<file path="src/rtl/txcsr_pkg.sv">
package txcsr_pkg;

   typedef enum logic [1:0] {
      TM_ASYNC   = 2'b00,
      TM_SYNC    = 2'b01,
      TM_HDLC    = 2'b10,
      TM_TBISYNC = 2'b11
   } txmode_e;

   localparam int P_CRC     = 0;
   localparam int P_FRAME   = 1;
   localparam int P_ABORT   = 2;
   localparam int P_DLEON   = 3;
   localparam int P_DLEOFF  = 4;
   localparam int P_EOMCLR  = 5;
   localparam int P_EOMSET  = 6;
   localparam int NUM_PULSE = 7;

   localparam int NUM_FLAG = 6;
   localparam int FLAG_POS [NUM_FLAG] = '{7, 6, 5, 4, 3, 1};

   localparam int BIT_EMPTY   = 0;
   localparam int BIT_ALLSENT = 2;

   localparam logic [1:0] HS_FIFO = 2'd0;
   localparam logic [1:0] HS_INT  = 2'd1;
   localparam logic [1:0] HS_REQ  = 2'd2;

endpackage

</file>
<file path="src/rtl/txcsr_cmd_dec.sv">
module txcsr_cmd_dec
   import txcsr_pkg::*;
#(
   parameter int CMD_W      = 4,
   parameter int SEL_W      = 2,
   parameter bit REG_PULSES = 1'b1
) (
   input  logic                 clk,
   input  logic                 rst_n,
   input  logic                 wr_en,
   input  logic [CMD_W-1:0]     cmd,
   input  logic [1:0]           mode,
   input  logic                 frame_en,
   output logic [NUM_PULSE-1:0] pulse,
   output logic [SEL_W-1:0]     hi_sel
);

   logic [NUM_PULSE-1:0] dec;
   logic                 sel_wr;
   logic [SEL_W-1:0]     sel_val;
   logic [SEL_W-1:0]     hi_sel_q;
   logic                 is_sync;

   assign is_sync = (mode != TM_ASYNC);

   always_comb begin
      dec     = '0;
      sel_wr  = 1'b0;
      sel_val = hi_sel_q;
      if (wr_en) begin
         case (cmd)
            4'b0010: dec[P_CRC]    = 1'b1;
            4'b0101: begin sel_wr = 1'b1; sel_val = SEL_W'(HS_FIFO); end
            4'b0110: begin sel_wr = 1'b1; sel_val = SEL_W'(HS_INT);  end
            4'b0111: begin sel_wr = 1'b1; sel_val = SEL_W'(HS_REQ);  end
            4'b1000: dec[P_FRAME]  = frame_en;
            4'b1001: dec[P_ABORT]  = (mode == TM_HDLC);
            4'b1100: dec[P_DLEON]  = (mode == TM_TBISYNC);
            4'b1101: dec[P_DLEOFF] = (mode == TM_TBISYNC);
            4'b1110: dec[P_EOMCLR] = is_sync;
            4'b1111: dec[P_EOMSET] = is_sync;
            default: ;
         endcase
      end
   end

   always_ff @(posedge clk) begin
      if (!rst_n)
         hi_sel_q <= '0;
      else if (sel_wr)
         hi_sel_q <= sel_val;
   end

   assign hi_sel = hi_sel_q;

   generate
      if (REG_PULSES) begin : g_reg
         logic [NUM_PULSE-1:0] pulse_q;
         always_ff @(posedge clk) begin
            if (!rst_n)
               pulse_q <= '0;
            else
               pulse_q <= dec;
         end
         assign pulse = pulse_q;
      end else begin : g_comb
         assign pulse = dec;
      end
   endgenerate

endmodule

</file>
<file path="src/rtl/txcsr_flags.sv">
module txcsr_flags #(
   parameter int N = 6
) (
   input  logic         clk,
   input  logic         rst_n,
   input  logic [N-1:0] set,
   input  logic [N-1:0] clr,
   output logic [N-1:0] q
);

   generate
      for (genvar i = 0; i < N; i++) begin : g_cell
         logic f_q;
         always_ff @(posedge clk) begin
            if (!rst_n)
               f_q <= 1'b0;
            else if (set[i])
               f_q <= 1'b1;
            else if (clr[i])
               f_q <= 1'b0;
         end
         assign q[i] = f_q;
      end
   endgenerate

endmodule

</file>
<file path="src/rtl/txcsr_ctrl.sv">
module txcsr_ctrl #(
   parameter int IDLE_W = 3
) (
   input  logic              clk,
   input  logic              rst_n,
   input  logic              wr_en,
   input  logic [IDLE_W-1:0] idle_d,
   input  logic              uwait_d,
   output logic [IDLE_W-1:0] idle_q,
   output logic              uwait_q
);

   always_ff @(posedge clk) begin
      if (!rst_n) begin
         idle_q  <= '0;
         uwait_q <= 1'b0;
      end else if (wr_en) begin
         idle_q  <= idle_d;
         uwait_q <= uwait_d;
      end
   end

endmodule

</file>
<file path="src/rtl/tx_cmd_status.sv">
module tx_cmd_status
   import txcsr_pkg::*;
#(
   parameter int DATA_W     = 16,
   parameter int CMD_W      = 4,
   parameter int IDLE_W     = 3,
   parameter int SEL_W      = 2,
   parameter bit REG_PULSES = 1'b1
) (
   input  logic              clk,
   input  logic              rst_n,
   input  logic              wr_en_i,
   input  logic [DATA_W-1:0] wr_data_i,
   output logic [DATA_W-1:0] rd_data_o,
   input  logic [1:0]        mode_i,
   input  logic              frame_en_i,
   input  logic              ev_pre_i,
   input  logic              ev_idle_i,
   input  logic              ev_abort_i,
   input  logic              ev_eom_i,
   input  logic              ev_crc_i,
   input  logic              ev_under_i,
   input  logic              all_sent_i,
   input  logic              fifo_empty_i,
   output logic              crc_clr_o,
   output logic              send_frame_o,
   output logic              send_abort_o,
   output logic              dle_on_o,
   output logic              dle_off_o,
   output logic              eom_clr_o,
   output logic              eom_set_o,
   output logic [SEL_W-1:0]  hi_sel_o,
   output logic [IDLE_W-1:0] idle_sel_o,
   output logic              under_wait_o
);

   localparam int CMD_LSB  = DATA_W - CMD_W;
   localparam int UWAIT_B  = CMD_LSB - 1;
   localparam int IDLE_LSB = UWAIT_B - IDLE_W;

   generate
      if (DATA_W != 16) begin : g_bad_w
         $error("tx_cmd_status: DATA_W must be 16");
      end
      if (CMD_W != 4) begin : g_bad_cmd
         $error("tx_cmd_status: CMD_W must be 4");
      end
      if (IDLE_W != 3) begin : g_bad_idle
         $error("tx_cmd_status: IDLE_W must be 3");
      end
      if (SEL_W < 2) begin : g_bad_sel
         $error("tx_cmd_status: SEL_W must be at least 2");
      end
   endgenerate

   logic [NUM_PULSE-1:0] pulse;
   logic [NUM_FLAG-1:0]  ev_vec;
   logic [NUM_FLAG-1:0]  clr_vec;
   logic [NUM_FLAG-1:0]  flag_q;
   logic                 unused_bits;

   assign ev_vec = {ev_under_i, ev_crc_i, ev_eom_i, ev_abort_i, ev_idle_i, ev_pre_i};
   assign unused_bits = ^{wr_data_i[BIT_ALLSENT], wr_data_i[BIT_EMPTY]};

   generate
      for (genvar k = 0; k < NUM_FLAG; k++) begin : g_clr
         assign clr_vec[k] = wr_en_i & wr_data_i[FLAG_POS[k]];
      end
   endgenerate

   txcsr_cmd_dec #(
      .CMD_W      (CMD_W),
      .SEL_W      (SEL_W),
      .REG_PULSES (REG_PULSES)
   ) u_dec (
      .clk      (clk),
      .rst_n    (rst_n),
      .wr_en    (wr_en_i),
      .cmd      (wr_data_i[DATA_W-1:CMD_LSB]),
      .mode     (mode_i),
      .frame_en (frame_en_i),
      .pulse    (pulse),
      .hi_sel   (hi_sel_o)
   );

   txcsr_flags #(
      .N (NUM_FLAG)
   ) u_flags (
      .clk   (clk),
      .rst_n (rst_n),
      .set   (ev_vec),
      .clr   (clr_vec),
      .q     (flag_q)
   );

   txcsr_ctrl #(
      .IDLE_W (IDLE_W)
   ) u_ctrl (
      .clk     (clk),
      .rst_n   (rst_n),
      .wr_en   (wr_en_i),
      .idle_d  (wr_data_i[UWAIT_B-1:IDLE_LSB]),
      .uwait_d (wr_data_i[UWAIT_B]),
      .idle_q  (idle_sel_o),
      .uwait_q (under_wait_o)
   );

   always_comb begin
      rd_data_o = '0;
      for (int k = 0; k < NUM_FLAG; k++)
         rd_data_o[FLAG_POS[k]] = flag_q[k];
      rd_data_o[BIT_ALLSENT]            = all_sent_i;
      rd_data_o[BIT_EMPTY]              = fifo_empty_i;
      rd_data_o[UWAIT_B]                = under_wait_o;
      rd_data_o[UWAIT_B-1:IDLE_LSB]     = idle_sel_o;
   end

   assign crc_clr_o    = pulse[P_CRC];
   assign send_frame_o = pulse[P_FRAME];
   assign send_abort_o = pulse[P_ABORT];
   assign dle_on_o     = pulse[P_DLEON];
   assign dle_off_o    = pulse[P_DLEOFF];
   assign eom_clr_o    = pulse[P_EOMCLR];
   assign eom_set_o    = pulse[P_EOMSET];

endmodule

</file>
<file path="config.mk">
export PLATFORM = sky130hd
export DESIGN_NAME = tx_cmd_status
export DESIGN_NICKNAME = d
export VERILOG_FILES = /design/src/rtl/txcsr_pkg.sv /design/src/rtl/txcsr_cmd_dec.sv /design/src/rtl/txcsr_flags.sv /design/src/rtl/txcsr_ctrl.sv /design/src/rtl/tx_cmd_status.sv
export SDC_FILE = /design/constraint.sdc
export NUM_CORES = 1
export LEC_CHECK = 0
export ABC_CLOCK_PERIOD_IN_PS = 800
export BUFFER_PORTS_ARGS = -buffer_cell sky130_fd_sc_hd__buf_4
export CORE_MARGIN = 5
export CORE_UTILIZATION = 34
export CTS_CLUSTER_DIAMETER = 80
export DETAILED_ROUTE_END_ITERATION = 16
export HOLD_SLACK_MARGIN = 0.06
export PLACE_DENSITY = 0.73
export RECOVER_POWER = 50
export SYNTH_ARGS = -nofsm -noshare
export SYNTH_HDL_FRONTEND = slang
export SYNTH_SLANG_ARGS = --single-unit
</file>
<file path="constraint.sdc">
create_clock -name clk -period 0.8 [get_ports clk]
set_input_delay 0 -clock clk [delete_from_list [all_inputs] [get_ports clk]]
set_output_delay 0 -clock clk [all_outputs]
set_load 0.01 [all_outputs]
</file>
==> summary.md <==
| Metric | Value |
|---|---|
| Outcome | `complete, but fails checks` |
| Failing checks | `negative hold slack, negative setup slack` |
| CP Cell Sequence | `buf_4 -> dlygate4sd3_1 -> nor4_1` |
| Post-CTS setup buffers | `0` |
| Setup TNS | `-0.001776 ns` |
| Count of input and output buffers | `48` |
| Inserted Clock Buffers | `3` |
| Cell Rows | `17` |
| Clk_skew | `0 ns` |
| Starting density of the core | `35.29%` |
| Worst hold slack | `-0.09253 ns` |
| Die Y | `57.92 µm` |
| Syn. warnings | `0` |
| Commonest non-fill, non-tap cell in the layout | `buf_4` |
| Pre-Repair DR Iteration Count | `3` |
| Reg2Reg Depth | `2` |
| Data arrival, critical path | `1.00 ns` |
| Clk_lat worst skew | `0.29 ns` |
| I/O Pins | `59` |
| Initial antenna violation count | `0` |
| Reg-to-reg endpoint | `u_dec.hi_sel[0]` |
| Maximum root-to-sink buffer count | `2` |
| Worst setup SP type | `input port` |
| Share of cells above drive strength 1 | `40.00%` |
| RSZ-0062 raised after global routing | `true` |
| Final min period | `0.8018 ns` |
| # diodes | `0` |
| Critical Path End Type | `flop` |
| CP Launch Point | `wr_data_i[14]` |
| Reg2Reg Setup Slack | `0.09 ns` |
| Endpoints failing setup | `1` |
| Hold Crit Class | `input port to flop` |
| CTS clk-pin slew, worst paths | `0.11 ns` |
| HP Start | `wr_data_i[12]` |
| Most frequent cells in the layout | `buf_4, dlygate4sd3_1, nor2_1` |
| Depth of the CTS H-tree | `1` |
| Total gr overflow | `0` |
| Cell variety after synth | `18` |
| DR vias/cell | `4.322` |
| GR Util All Layers | `13.28%` |
| Detail Route Antenna Nets | `0` |
| Reg2Reg Launch Point | `u_dec.hi_sel[0]` |
| P_leak | `0.6731 nW` |
| Cell Area, Synth | `780.7 µm²` |
| End-of-flow core utilization | `63.46%` |
| Overall power | `1.932 mW` |
| Crit-path slowest cell | `dlygate4sd3_1` |
| Syn avg cell area | `8.772 µm²` |
| WS Path Type | `input port to flop` |
| Cells after Synth | `89` |
| Routability cong. | `0.7186` |
| Critical Path RT | `1.00 ns` |
| Vias in the first global route | `785` |
| Core ar. | `2212 µm²` |
| Max-cap viol count | `0` |
| Fin. Hold Viols | `2` |
| Die width | `57.92 µm` |
| Pin count of the biggest net entering global routing | `12` |
| VDD IR max | `709.7 µV` |
| 1st-iter DRT viols | `13` |
| CTS sink count | `19` |
| Cell area after placement | `1079 µm²` |
| Drt drc | `0` |
| HPWL Detailed | `1.478 mm` |
| Synth Register Bits | `19` |
| Largest fanout on the critical path | `3` |
| Final Net Count | `186` |
| Wire per inst | `12.23 µm` |
| Final instance area | `1404 µm²` |
| CP peak stage delay | `0.60 ns` |
| Max Freq | `1247 MHz` |
| Max Slew Vio Count | `0` |
| Post-Route WL | `2.238 mm` |
| P&R area growth vs syn | `79.81%` |
| Via count | `791` |
| Die area | `3355 µm²` |
| First-pass GRT wire length | `3.394 mm` |
| Final WS setup | `-0.001776 ns` |
| DP Worst Slack | `-0.02676 ns` |
| Setup crit end | `u_dec.pulse[0]` |
| Clock root buffer | `clkbuf_4` |
| Seq/Total Area, Yosys | `48.72%` |
| Period utilization | `100.2%` |
| TritonCTS clock tree | `built` |
| Power per Cell Area | `1376 nW/µm²` |
[routing by layer]
metal | part of all wire [%] | routed length [µm] | vias up | track usage (%)
li1 | - | - | 406 | -
met1 | 40 | 892 | 346 | 13.59
met2 | 49 | 1104 | 37 | 24.52
met3 | 9.9 | 221 | 2 | 3.341
met4 | 0.85 | 19 | 0 | 6.954
met5 | 0 | 0 | - | 0
[through the flow]
stage | std cells | hold WS [ns]
after CTS | 183 | -0.09586
after global placement | 153 | 0.0001189
after detailed placement | 153 | 0.0001189
after floorplan | 92 | 0.07599
after global routing | 183 | -0.1048
final | 183 | -0.09253
[cell families after synthesis]
logic type	share of synthesized area (%)
and+or+nand+nor	20.35
DFF	48.72
buffers and inverters	17.31
AOI/OAI and AO/OA	8.013
muxes	5.128
other	0.4803
[registers in the layout (all words and copies together) (netlist names)]
| register | cells |
|---|---|
| u_dec.pulse | 7 |
| u_ctrl.uwait_q | 1 |
| u_ctrl.idle_q | 3 |
| u_dec.hi_sel | 2 |
| u_flags.g_cell.f_q | 6 |
[repair_timing]
| item | 4_1_cts | 5_1_grt |
|---|---|---|
| hold buffers | 26 | 3 |
| resized for setup | 1 | 13 |
| endpoints found under the setup margin | 2 | 14 |
| pin swaps | 0 | 2 |
| endpoints found under the hold margin | 21 | 8 |
[synthesized netlist by cell type]
cell type  number  area, µm²
nor4_1          2      12.51
clkbuf_1        1      3.750
and4_1          1      8.760
a32o_1          1      10.01
inv_1           1      3.750
nand3_1         2      10.01
buf_4          17      127.6
nand2_1         9      33.78
nor3_1          2      10.01
dfxtp_1        19      380.4
o21ai_1         2      10.01
conb_1          1      3.750
mux2i_1         4      40.04
nand2b_1        3      18.77
a211oi_1        1      7.510
a21oi_1         7      35.03
and3b_1         1      8.760
nor2_1         15      56.30
[power by group]
| part | leakage (nW) | internal [mW] | switching, mW | total [mW] |
|---|---|---|---|---|
| clock network | 0.0177 | 0.186 | 0.287 | 0.473 |
| registers | 0.158 | 0.989 | 0.0248 | 1.01 |
| logic | 0.497 | 0.276 | 0.170 | 0.446 |
[layout make-up]
| cell class | count | area [µm²] |
|---|---|---|
| fillers | 184 | 808.3 |
| repair buffers | 77 | 666.9 |
| flip-flops and latches | 19 | 389.1 |
| multi-input cells | 54 | 281.5 |
| well taps | 28 | 35.03 |
| clock buffers | 3 | 22.52 |
| clock inverters | 1 | 5.005 |
| inverters | 1 | 3.754 |
[worst min path at each step]
stage,endpoint,cells after the start
floorplan,u_dec.pulse[2],1
global placement,rd_data_o[0],0
detailed placement,rd_data_o[0],0
CTS,u_dec.pulse[3],2
global route,u_dec.pulse[3],2
finish,u_dec.pulse[3],2
[critical path: cells and delay by family]
kind,cells,cell delay [ns]
simple gates,1,0.27
buf+inv,2,0.72
(Power assumes the default switching activity.)
